### src/rtl/dmapg_pkg.sv
package dmapg_pkg;

   typedef enum logic [1:0] {
      XFER_VERIFY  = 2'd0,
      XFER_WRITE   = 2'd1,
      XFER_READ    = 2'd2,
      XFER_ILLEGAL = 2'd3
   } xfer_e;

   typedef enum logic [1:0] {
      RES_REJECT = 2'd0,
      RES_OK     = 2'd1,
      RES_EOP    = 2'd2,
      RES_SPARE  = 2'd3
   } res_e;

   // Scrambled port-offset to storage-slot map of the page file.
   function automatic logic [3:0] slot_of(input logic [3:0] off);
      logic [3:0] s;
      case (off)
         4'd0:    s = 4'd4;
         4'd1:    s = 4'd2;
         4'd2:    s = 4'd3;
         4'd3:    s = 4'd1;
         4'd4:    s = 4'd8;
         4'd5:    s = 4'd9;
         4'd6:    s = 4'd10;
         4'd7:    s = 4'd0;
         4'd8:    s = 4'd11;
         4'd9:    s = 4'd6;
         4'd10:   s = 4'd7;
         4'd11:   s = 4'd5;
         default: s = off;
      endcase
      return s;
   endfunction

endpackage

### src/rtl/dmapg_page_file.sv
module dmapg_page_file
   import dmapg_pkg::*;
#(
   parameter int PAGE_W  = 8,
   parameter int PORT_AW = 4,
   parameter int NUM_CH  = 4
) (
   input  logic                           clk,
   input  logic                           rst_n,
   input  logic                           ext_en,
   input  logic                           io_wr,
   input  logic                           io_rd,
   input  logic [PORT_AW-1:0]             io_off,
   input  logic [PAGE_W-1:0]              io_wdata,
   output logic [PAGE_W-1:0]              io_rdata,
   output logic                           io_unhandled,
   output logic [NUM_CH-1:0][PAGE_W-1:0]  chan_page
);

   localparam int PAGE_SLOTS = 1 << PORT_AW;

   if (PORT_AW != 4) begin : g_bad_port_aw
      $error("dmapg_page_file: the slot map covers exactly 16 ports");
   end
   if (NUM_CH > PAGE_SLOTS) begin : g_bad_num_ch
      $error("dmapg_page_file: more channels than page slots");
   end

   logic [PAGE_SLOTS-1:0][PAGE_W-1:0] slots_q;
   logic                              gated;
   logic [PORT_AW-1:0]                slot_idx;

   assign gated    = io_off[PORT_AW-1] && !ext_en;
   assign slot_idx = slot_of(io_off);

   always_ff @(posedge clk) begin
      if (!rst_n) begin
         slots_q      <= '0;
         io_rdata     <= '0;
         io_unhandled <= 1'b0;
      end else begin
         if (io_wr && !gated) begin
            slots_q[slot_idx] <= io_wdata;
         end
         if (io_rd) begin
            io_rdata <= gated ? {PAGE_W{1'b1}} : slots_q[slot_idx];
         end
         io_unhandled <= (io_wr || io_rd) && gated;
      end
   end

   for (genvar i = 0; i < NUM_CH; i++) begin : g_chan_page
      assign chan_page[i] = slots_q[i];
   end

   assert_gate_write_R7: assert property (@(posedge clk) disable iff (!rst_n)
      (io_wr && !io_rd && io_off[PORT_AW-1] && !ext_en) |=> ($stable(slots_q) && io_unhandled))
      else $error("gated page write altered storage");

   assert_gate_read_R8: assert property (@(posedge clk) disable iff (!rst_n)
      (io_rd && io_off[PORT_AW-1] && !ext_en) |=> (io_rdata == {PAGE_W{1'b1}} && io_unhandled))
      else $error("gated page read not refused");

   assert_low_ports_R8: assert property (@(posedge clk) disable iff (!rst_n)
      !io_off[PORT_AW-1] |=> !io_unhandled)
      else $error("unhandled pulse on an ungated port");

endmodule

### src/rtl/dmapg_chan.sv
module dmapg_chan
   import dmapg_pkg::*;
#(
   parameter int ADDR_W = 16,
   parameter int CNT_W  = 16
) (
   input  logic              clk,
   input  logic              rst_n,
   input  logic              cfg_we,
   input  logic [ADDR_W-1:0] cfg_addr,
   input  logic [CNT_W-1:0]  cfg_cnt,
   input  xfer_e             cfg_xfer,
   input  logic              cfg_dec,
   input  logic              step_go,
   output logic [ADDR_W-1:0] addr_q,
   output logic [CNT_W-1:0]  cnt_q,
   output xfer_e             xfer_q,
   output logic              tc_q
);

   logic              dec_q;
   logic [CNT_W-1:0]  cnt_next;
   logic [ADDR_W-1:0] addr_next;

   assign cnt_next  = cnt_q - 1'b1;
   assign addr_next = dec_q ? (addr_q - 1'b1) : (addr_q + 1'b1);

   always_ff @(posedge clk) begin
      if (!rst_n) begin
         addr_q <= '0;
         cnt_q  <= '0;
         xfer_q <= XFER_VERIFY;
         dec_q  <= 1'b0;
         tc_q   <= 1'b0;
      end else if (cfg_we) begin
         addr_q <= cfg_addr;
         cnt_q  <= cfg_cnt;
         xfer_q <= cfg_xfer;
         dec_q  <= cfg_dec;
         tc_q   <= 1'b0;
      end else if (step_go) begin
         addr_q <= addr_next;
         cnt_q  <= cnt_next;
         if (cnt_next == {CNT_W{1'b1}}) begin
            tc_q <= 1'b1;
         end
      end
   end

   assert_hold_R1: assert property (@(posedge clk) disable iff (!rst_n)
      (!step_go && !cfg_we) |=> ($stable(addr_q) && $stable(cnt_q) && $stable(tc_q)))
      else $error("channel state moved without a step");

   assert_tc_at_wrap_R3: assert property (@(posedge clk) disable iff (!rst_n)
      $rose(tc_q) |-> (cnt_q == {CNT_W{1'b1}}))
      else $error("terminal count set away from 0xFFFF");

   assert_tc_clear_R3: assert property (@(posedge clk) disable iff (!rst_n)
      cfg_we |=> !tc_q)
      else $error("setup did not clear terminal count");

endmodule

### src/rtl/dmapg_step.sv
module dmapg_step
   import dmapg_pkg::*;
#(
   parameter int ADDR_W = 16,
   parameter int CNT_W  = 16,
   parameter int PAGE_W = 8
) (
   input  logic                     clk,
   input  logic                     rst_n,
   input  logic                     req,
   input  logic                     req_write,
   input  xfer_e                    sel_xfer,
   input  logic [ADDR_W-1:0]        sel_addr,
   input  logic [CNT_W-1:0]         sel_cnt,
   input  logic                     sel_tc,
   input  logic [PAGE_W-1:0]        sel_page,
   output logic                     accept,
   output logic                     res_valid,
   output res_e                     res_code,
   output logic [PAGE_W+ADDR_W-1:0] res_phys
);

   logic type_ok;
   logic hits_tc;

   assign type_ok = req_write ? (sel_xfer == XFER_WRITE) : (sel_xfer == XFER_READ);
   assign accept  = req && type_ok;
   assign hits_tc = (sel_cnt == '0) && !sel_tc;

   always_ff @(posedge clk) begin
      if (!rst_n) begin
         res_valid <= 1'b0;
         res_code  <= RES_REJECT;
         res_phys  <= '0;
      end else begin
         res_valid <= req;
         if (accept) begin
            res_code <= hits_tc ? RES_EOP : RES_OK;
            res_phys <= {sel_page, sel_addr};
         end else begin
            res_code <= RES_REJECT;
            res_phys <= '0;
         end
      end
   end

   assert_latency_R9: assert property (@(posedge clk) disable iff (!rst_n)
      req |=> res_valid)
      else $error("no result one clock after request");

   assert_idle_R9: assert property (@(posedge clk) disable iff (!rst_n)
      !req |=> (!res_valid && res_code == RES_REJECT && res_phys == '0))
      else $error("result outputs active without request");

   assert_reject_zero_R5: assert property (@(posedge clk) disable iff (!rst_n)
      (req && !type_ok) |=> (res_code == RES_REJECT && res_phys == '0))
      else $error("rejected step produced an address");

endmodule

### src/rtl/paged_dma_agen.sv
module paged_dma_agen
   import dmapg_pkg::*;
#(
   parameter int NUM_CH  = 4,
   parameter int ADDR_W  = 16,
   parameter int CNT_W   = 16,
   parameter int PAGE_W  = 8,
   parameter int PORT_AW = 4,
   localparam int CH_W   = $clog2(NUM_CH),
   localparam int PHYS_W = PAGE_W + ADDR_W
) (
   input  logic               clk,
   input  logic               rst_n,
   input  logic               ext_en,
   input  logic               cfg_we,
   input  logic [CH_W-1:0]    cfg_chan,
   input  logic [ADDR_W-1:0]  cfg_addr,
   input  logic [CNT_W-1:0]   cfg_count,
   input  logic [1:0]         cfg_xfer,
   input  logic               cfg_dec,
   input  logic               req,
   input  logic [CH_W-1:0]    req_chan,
   input  logic               req_write,
   output logic               res_valid,
   output logic [1:0]         res_code,
   output logic [PHYS_W-1:0]  res_addr,
   input  logic               io_wr,
   input  logic               io_rd,
   input  logic [PORT_AW-1:0] io_off,
   input  logic [PAGE_W-1:0]  io_wdata,
   output logic [PAGE_W-1:0]  io_rdata,
   output logic               io_unhandled
);

   if (NUM_CH < 2 || NUM_CH != (1 << CH_W)) begin : g_bad_num_ch
      $error("paged_dma_agen: NUM_CH must be a power of two of at least 2");
   end

   logic [NUM_CH-1:0][ADDR_W-1:0] addr_vec;
   logic [NUM_CH-1:0][CNT_W-1:0]  cnt_vec;
   xfer_e                         xfer_vec [NUM_CH];
   logic [NUM_CH-1:0]             tc_vec;
   logic [NUM_CH-1:0][PAGE_W-1:0] page_vec;
   logic                          accept;
   res_e                          code_q;

   dmapg_page_file #(
      .PAGE_W  (PAGE_W),
      .PORT_AW (PORT_AW),
      .NUM_CH  (NUM_CH)
   ) u_pages (
      .clk          (clk),
      .rst_n        (rst_n),
      .ext_en       (ext_en),
      .io_wr        (io_wr),
      .io_rd        (io_rd),
      .io_off       (io_off),
      .io_wdata     (io_wdata),
      .io_rdata     (io_rdata),
      .io_unhandled (io_unhandled),
      .chan_page    (page_vec)
   );

   for (genvar i = 0; i < NUM_CH; i++) begin : g_chan
      logic ch_cfg;
      logic ch_go;
      assign ch_cfg = cfg_we && (cfg_chan == CH_W'(i));
      assign ch_go  = accept && (req_chan == CH_W'(i));

      dmapg_chan #(
         .ADDR_W (ADDR_W),
         .CNT_W  (CNT_W)
      ) u_chan (
         .clk      (clk),
         .rst_n    (rst_n),
         .cfg_we   (ch_cfg),
         .cfg_addr (cfg_addr),
         .cfg_cnt  (cfg_count),
         .cfg_xfer (xfer_e'(cfg_xfer)),
         .cfg_dec  (cfg_dec),
         .step_go  (ch_go),
         .addr_q   (addr_vec[i]),
         .cnt_q    (cnt_vec[i]),
         .xfer_q   (xfer_vec[i]),
         .tc_q     (tc_vec[i])
      );
   end

   dmapg_step #(
      .ADDR_W (ADDR_W),
      .CNT_W  (CNT_W),
      .PAGE_W (PAGE_W)
   ) u_step (
      .clk       (clk),
      .rst_n     (rst_n),
      .req       (req),
      .req_write (req_write),
      .sel_xfer  (xfer_vec[req_chan]),
      .sel_addr  (addr_vec[req_chan]),
      .sel_cnt   (cnt_vec[req_chan]),
      .sel_tc    (tc_vec[req_chan]),
      .sel_page  (page_vec[req_chan]),
      .accept    (accept),
      .res_valid (res_valid),
      .res_code  (code_q),
      .res_phys  (res_addr)
   );

   assign res_code = code_q;

   assert_eop_sets_tc_R4: assert property (@(posedge clk) disable iff (!rst_n)
      (req && !cfg_we && tc_vec[req_chan]) |=> (res_code != 2'd2))
      else $error("end-of-process repeated after terminal count");

   assert_eop_flag_R4: assert property (@(posedge clk) disable iff (!rst_n)
      (res_valid && res_code == 2'd2) |-> tc_vec[$past(req_chan)])
      else $error("end-of-process without terminal count");

   assert_page_bits_R5: assert property (@(posedge clk) disable iff (!rst_n)
      (req && accept && !io_wr) |=> (res_addr[PHYS_W-1:ADDR_W] == $past(page_vec[req_chan])))
      else $error("physical address page byte mismatch");

endmodule

### config.mk
export PLATFORM = sky130hd
export DESIGN_NAME = paged_dma_agen
export DESIGN_NICKNAME = d
export VERILOG_FILES = /design/src/rtl/dmapg_pkg.sv /design/src/rtl/dmapg_page_file.sv /design/src/rtl/dmapg_chan.sv /design/src/rtl/dmapg_step.sv /design/src/rtl/paged_dma_agen.sv
export SDC_FILE = /design/constraint.sdc
export NUM_CORES = 1
export LEC_CHECK = 0
export ABC_AREA = 1
export BUFFER_PORTS_ARGS = -buffer_cell sky130_fd_sc_hd__buf_2
export CORE_ASPECT_RATIO = 0.75
export CORE_MARGIN = 10
export CORE_UTILIZATION = 54
export DETAILED_ROUTE_END_ITERATION = 6
export GPL_TIMING_DRIVEN = 0
export HOLD_SLACK_MARGIN = 0.08
export PLACE_DENSITY = 0.73
export SYNTH_ARGS = -nofsm -noshare
export SYNTH_HDL_FRONTEND = slang
export SYNTH_SLANG_ARGS = --single-unit
### constraint.sdc
create_clock -name clk -period 2.9 [get_ports clk]
set_input_delay 0.435 -clock clk [delete_from_list [all_inputs] [get_ports clk]]
set_output_delay 0.435 -clock clk [all_outputs]
set_load 0.01 [all_outputs]
==> results_dict.tcl <==
set metrics [dict create \
    worstPathRequired_ns 3.31 \
    status "completed" \
    synth_cell_types 44 \
    ys_seq_area_frac 0.324 \
    cts.htree.levels 2 \
    hold_violations 0 \
    placed_cell_area_um2 20000 \
    synth_edf_count 0 \
    setup_viol 0 \
    power.total_w 0.0109 \
    utilization 0.607 \
    final_cell_mix "964 x nand2_1, 584 x nor2_1, 308 x dfxtp_1" \
    track_usage 0.323 \
    top_usage_layer "met1" \
    cts_setup_buffers 0 \
    gp_congestion 1.14 \
    grt_max_degree 17 \
    nNetsFinal 3380 \
    clock_skew_ns 0.0189 \
    rsz0062_at_grt "no" \
    final_common_cell "nand2_1" \
    critPathCaptureType "flop" \
    arrival_ns 2.92 \
    max-vdd-ir-drop_mv 0.484 \
    dp_cells 3678 \
    grtUsageMet2 0.427 \
    maxSlewViolCount 0 \
    antenna_cells 0 \
    maxCapViolCount 0 \
    cts_num_sinks 308 \
    worstPathMaxFanout 16 \
    final_area_um2 21000 \
    synthToLayoutAreaGrowth_pct 10.7 \
    drt_first_pass_iters 6 \
    leakagePower_nw 9.83 \
    hold_buffers 0 \
    tightest_slew_ns 1.03 \
    drt-initial-drc-count 2627 \
    syn-num-nets 3253 \
    clockBufferDepth 3 \
    ys_async_sr_fraction 0 \
    die_h_um 182 \
    syn_area_um2 19000 \
    antenna_found_initial 1 \
    detail_route.wl_per_cell_um 19.6 \
    period_needed_ns 2.51 \
    drive_gt1_frac 0.0711 \
    cts_tree "done" \
    core_area_um2 34700 \
    p_per_area_nw_per_um2 516 \
    cts-buffers-inserted 34 \
    root_buffer "clkbuf_16" \
    synth-main-ff-cell "dfxtp_1" \
    io_buffers 91 \
    vias 21700 \
    wl_mm 73.1 \
    hpwl_mm 56.7 \
    met3_usage 0.152 \
    hold_path_class "input pin to flop" \
    ctsResizeCount 0 \
    clk_latency_ns 0.54 \
    synth_area_per_cell_um2 6.07 \
    yosys_register_bits 308 \
    clk_pin_slew_ns 0.06 \
    max_freq_mhz 398 \
    grt_pass1_wl_mm 110 \
    setup-tns-final_ns 0 \
    synth_cells 3130 \
    yosys_warnings 0 \
    ant_nets 0 \
    slew_headroom 0.312 \
    grt_pass1_vias 19700 \
    drcViolationCount 0 \
    routed_via_density 5.81 \
    grt_overflow_total 0 \
    start_kind "flop" \
    io_pins 95 \
    crit_type "flop to flop" \
    die_area_um2 43200 \
    fin_cells 3733 \
    fin_crit_sh 0.866 \
    start_util 0.548 \
    met1_usage 0.446 \
    std_cell_rows 59 \
    die_w_um 237 \
]
## Yosys cell counts, types with 31 or more instances
library cell  instances  area (um2)
nand2_1             964        3620
o21ai_0             222        1110
a21oi_1             229        1150
inv_1               196         736
inv_2                34         128
o21ai_1              33         165
nand3_1             163         816
nor2_1              584        2190
clkbuf_1             94         353
ha_1                 60         751
xor2_1               31         272
dfxtp_1             308        6170
## worst max-delay path, cell delays in order (launching register included)
cell and delay [ns]:
dfxtp_1 0.80, inv_1 0.16, fa_1 0.43, inv_1 0.10
nand3_1 0.07, nand2_1 0.15, nand2_1 0.07, nand2_1 0.12
nand3_1 0.11, nand2_1 0.08, nand2_1 0.05, nand2_1 0.05
nor2_1 0.04, nor2_1 0.12, nor2_1 0.04
## worst paths after layout
check / from / end / slack [ns] / depth (start not counted)
setup reg to reg: g_chan[0].u_chan.dec_q / g_chan[0].u_chan.addr_q[14] / 0.39 / 14
hold reg to reg: u_pages.slots_q[57] / u_pages.slots_q[57] / 0.45 / 2
setup / recovery: g_chan[0].u_chan.dec_q / g_chan[0].u_chan.addr_q[14] / 0.39 / 14
hold / removal: req / u_step.res_valid / 0.16 / 3
## per-stage QoR
step,worst slack (ns),hold slack [ns]
after floorplan,0.882,0.424
after global placement,0.326,0.434
after detailed placement,0.294,0.440
after CTS,0.432,0.159
after global routing,0.163,0.188
final,0.389,0.159
## cells by family after synthesis
family	count (synthesis)	synth area share
and+or+nand+nor	1809	0.385
buffers and inverters	351	0.0723
DFF	308	0.324
xor gates and xnor gates	45	0.0207
adders and majority gates	64	0.0437
AOI/OAI and AO/OA	553	0.154
## area by class of cell
cell class,instances,area (um2)
sequential,308,6170
fill,3490,13600
clock inverter,7,43.8
inverter,232,871
buffer,119,504
tap,457,572
clock buffer,48,965
timing repair buffer,91,455
multi-input combinational,2471,11500
## flip-flops by register name, summed over array words and instances, names as in the netlist
| name | cells |
|---|---|
| u_step.res_valid | 1 |
| u_pages.io_unhandled | 1 |
| g_chan.u_chan.dec_q | 4 |
| u_pages.chan_page | 32 |
| u_step.res_phys | 24 |
| g_chan.u_chan.xfer_q | 8 |
| u_pages.slots_q | 96 |
| g_chan.u_chan.addr_q | 64 |
| g_chan.u_chan.cnt_q | 64 |
| u_step.res_code | 2 |
| g_chan.u_chan.tc_q | 4 |
| u_pages.io_rdata | 8 |
## layer usage
metal  vias to the layer above  wire length [um]
met5                         -                 0
met4                         0              2220
met3                       153             12300
met2                      1239             27100
met1                      9949             31500
li1                      10300                 -
## power breakdown
part	total (W)	leakage [nW]	internal [W]	switching [W]
registers	0.00453	2.50	0.00438	0.000156
clock network	0.00415	0.491	0.00231	0.00184
logic	0.00217	6.84	0.000646	0.00153
total	0.0109	9.83	0.00734	0.00352
Note: power is estimated with default switching activity, not from simulation.
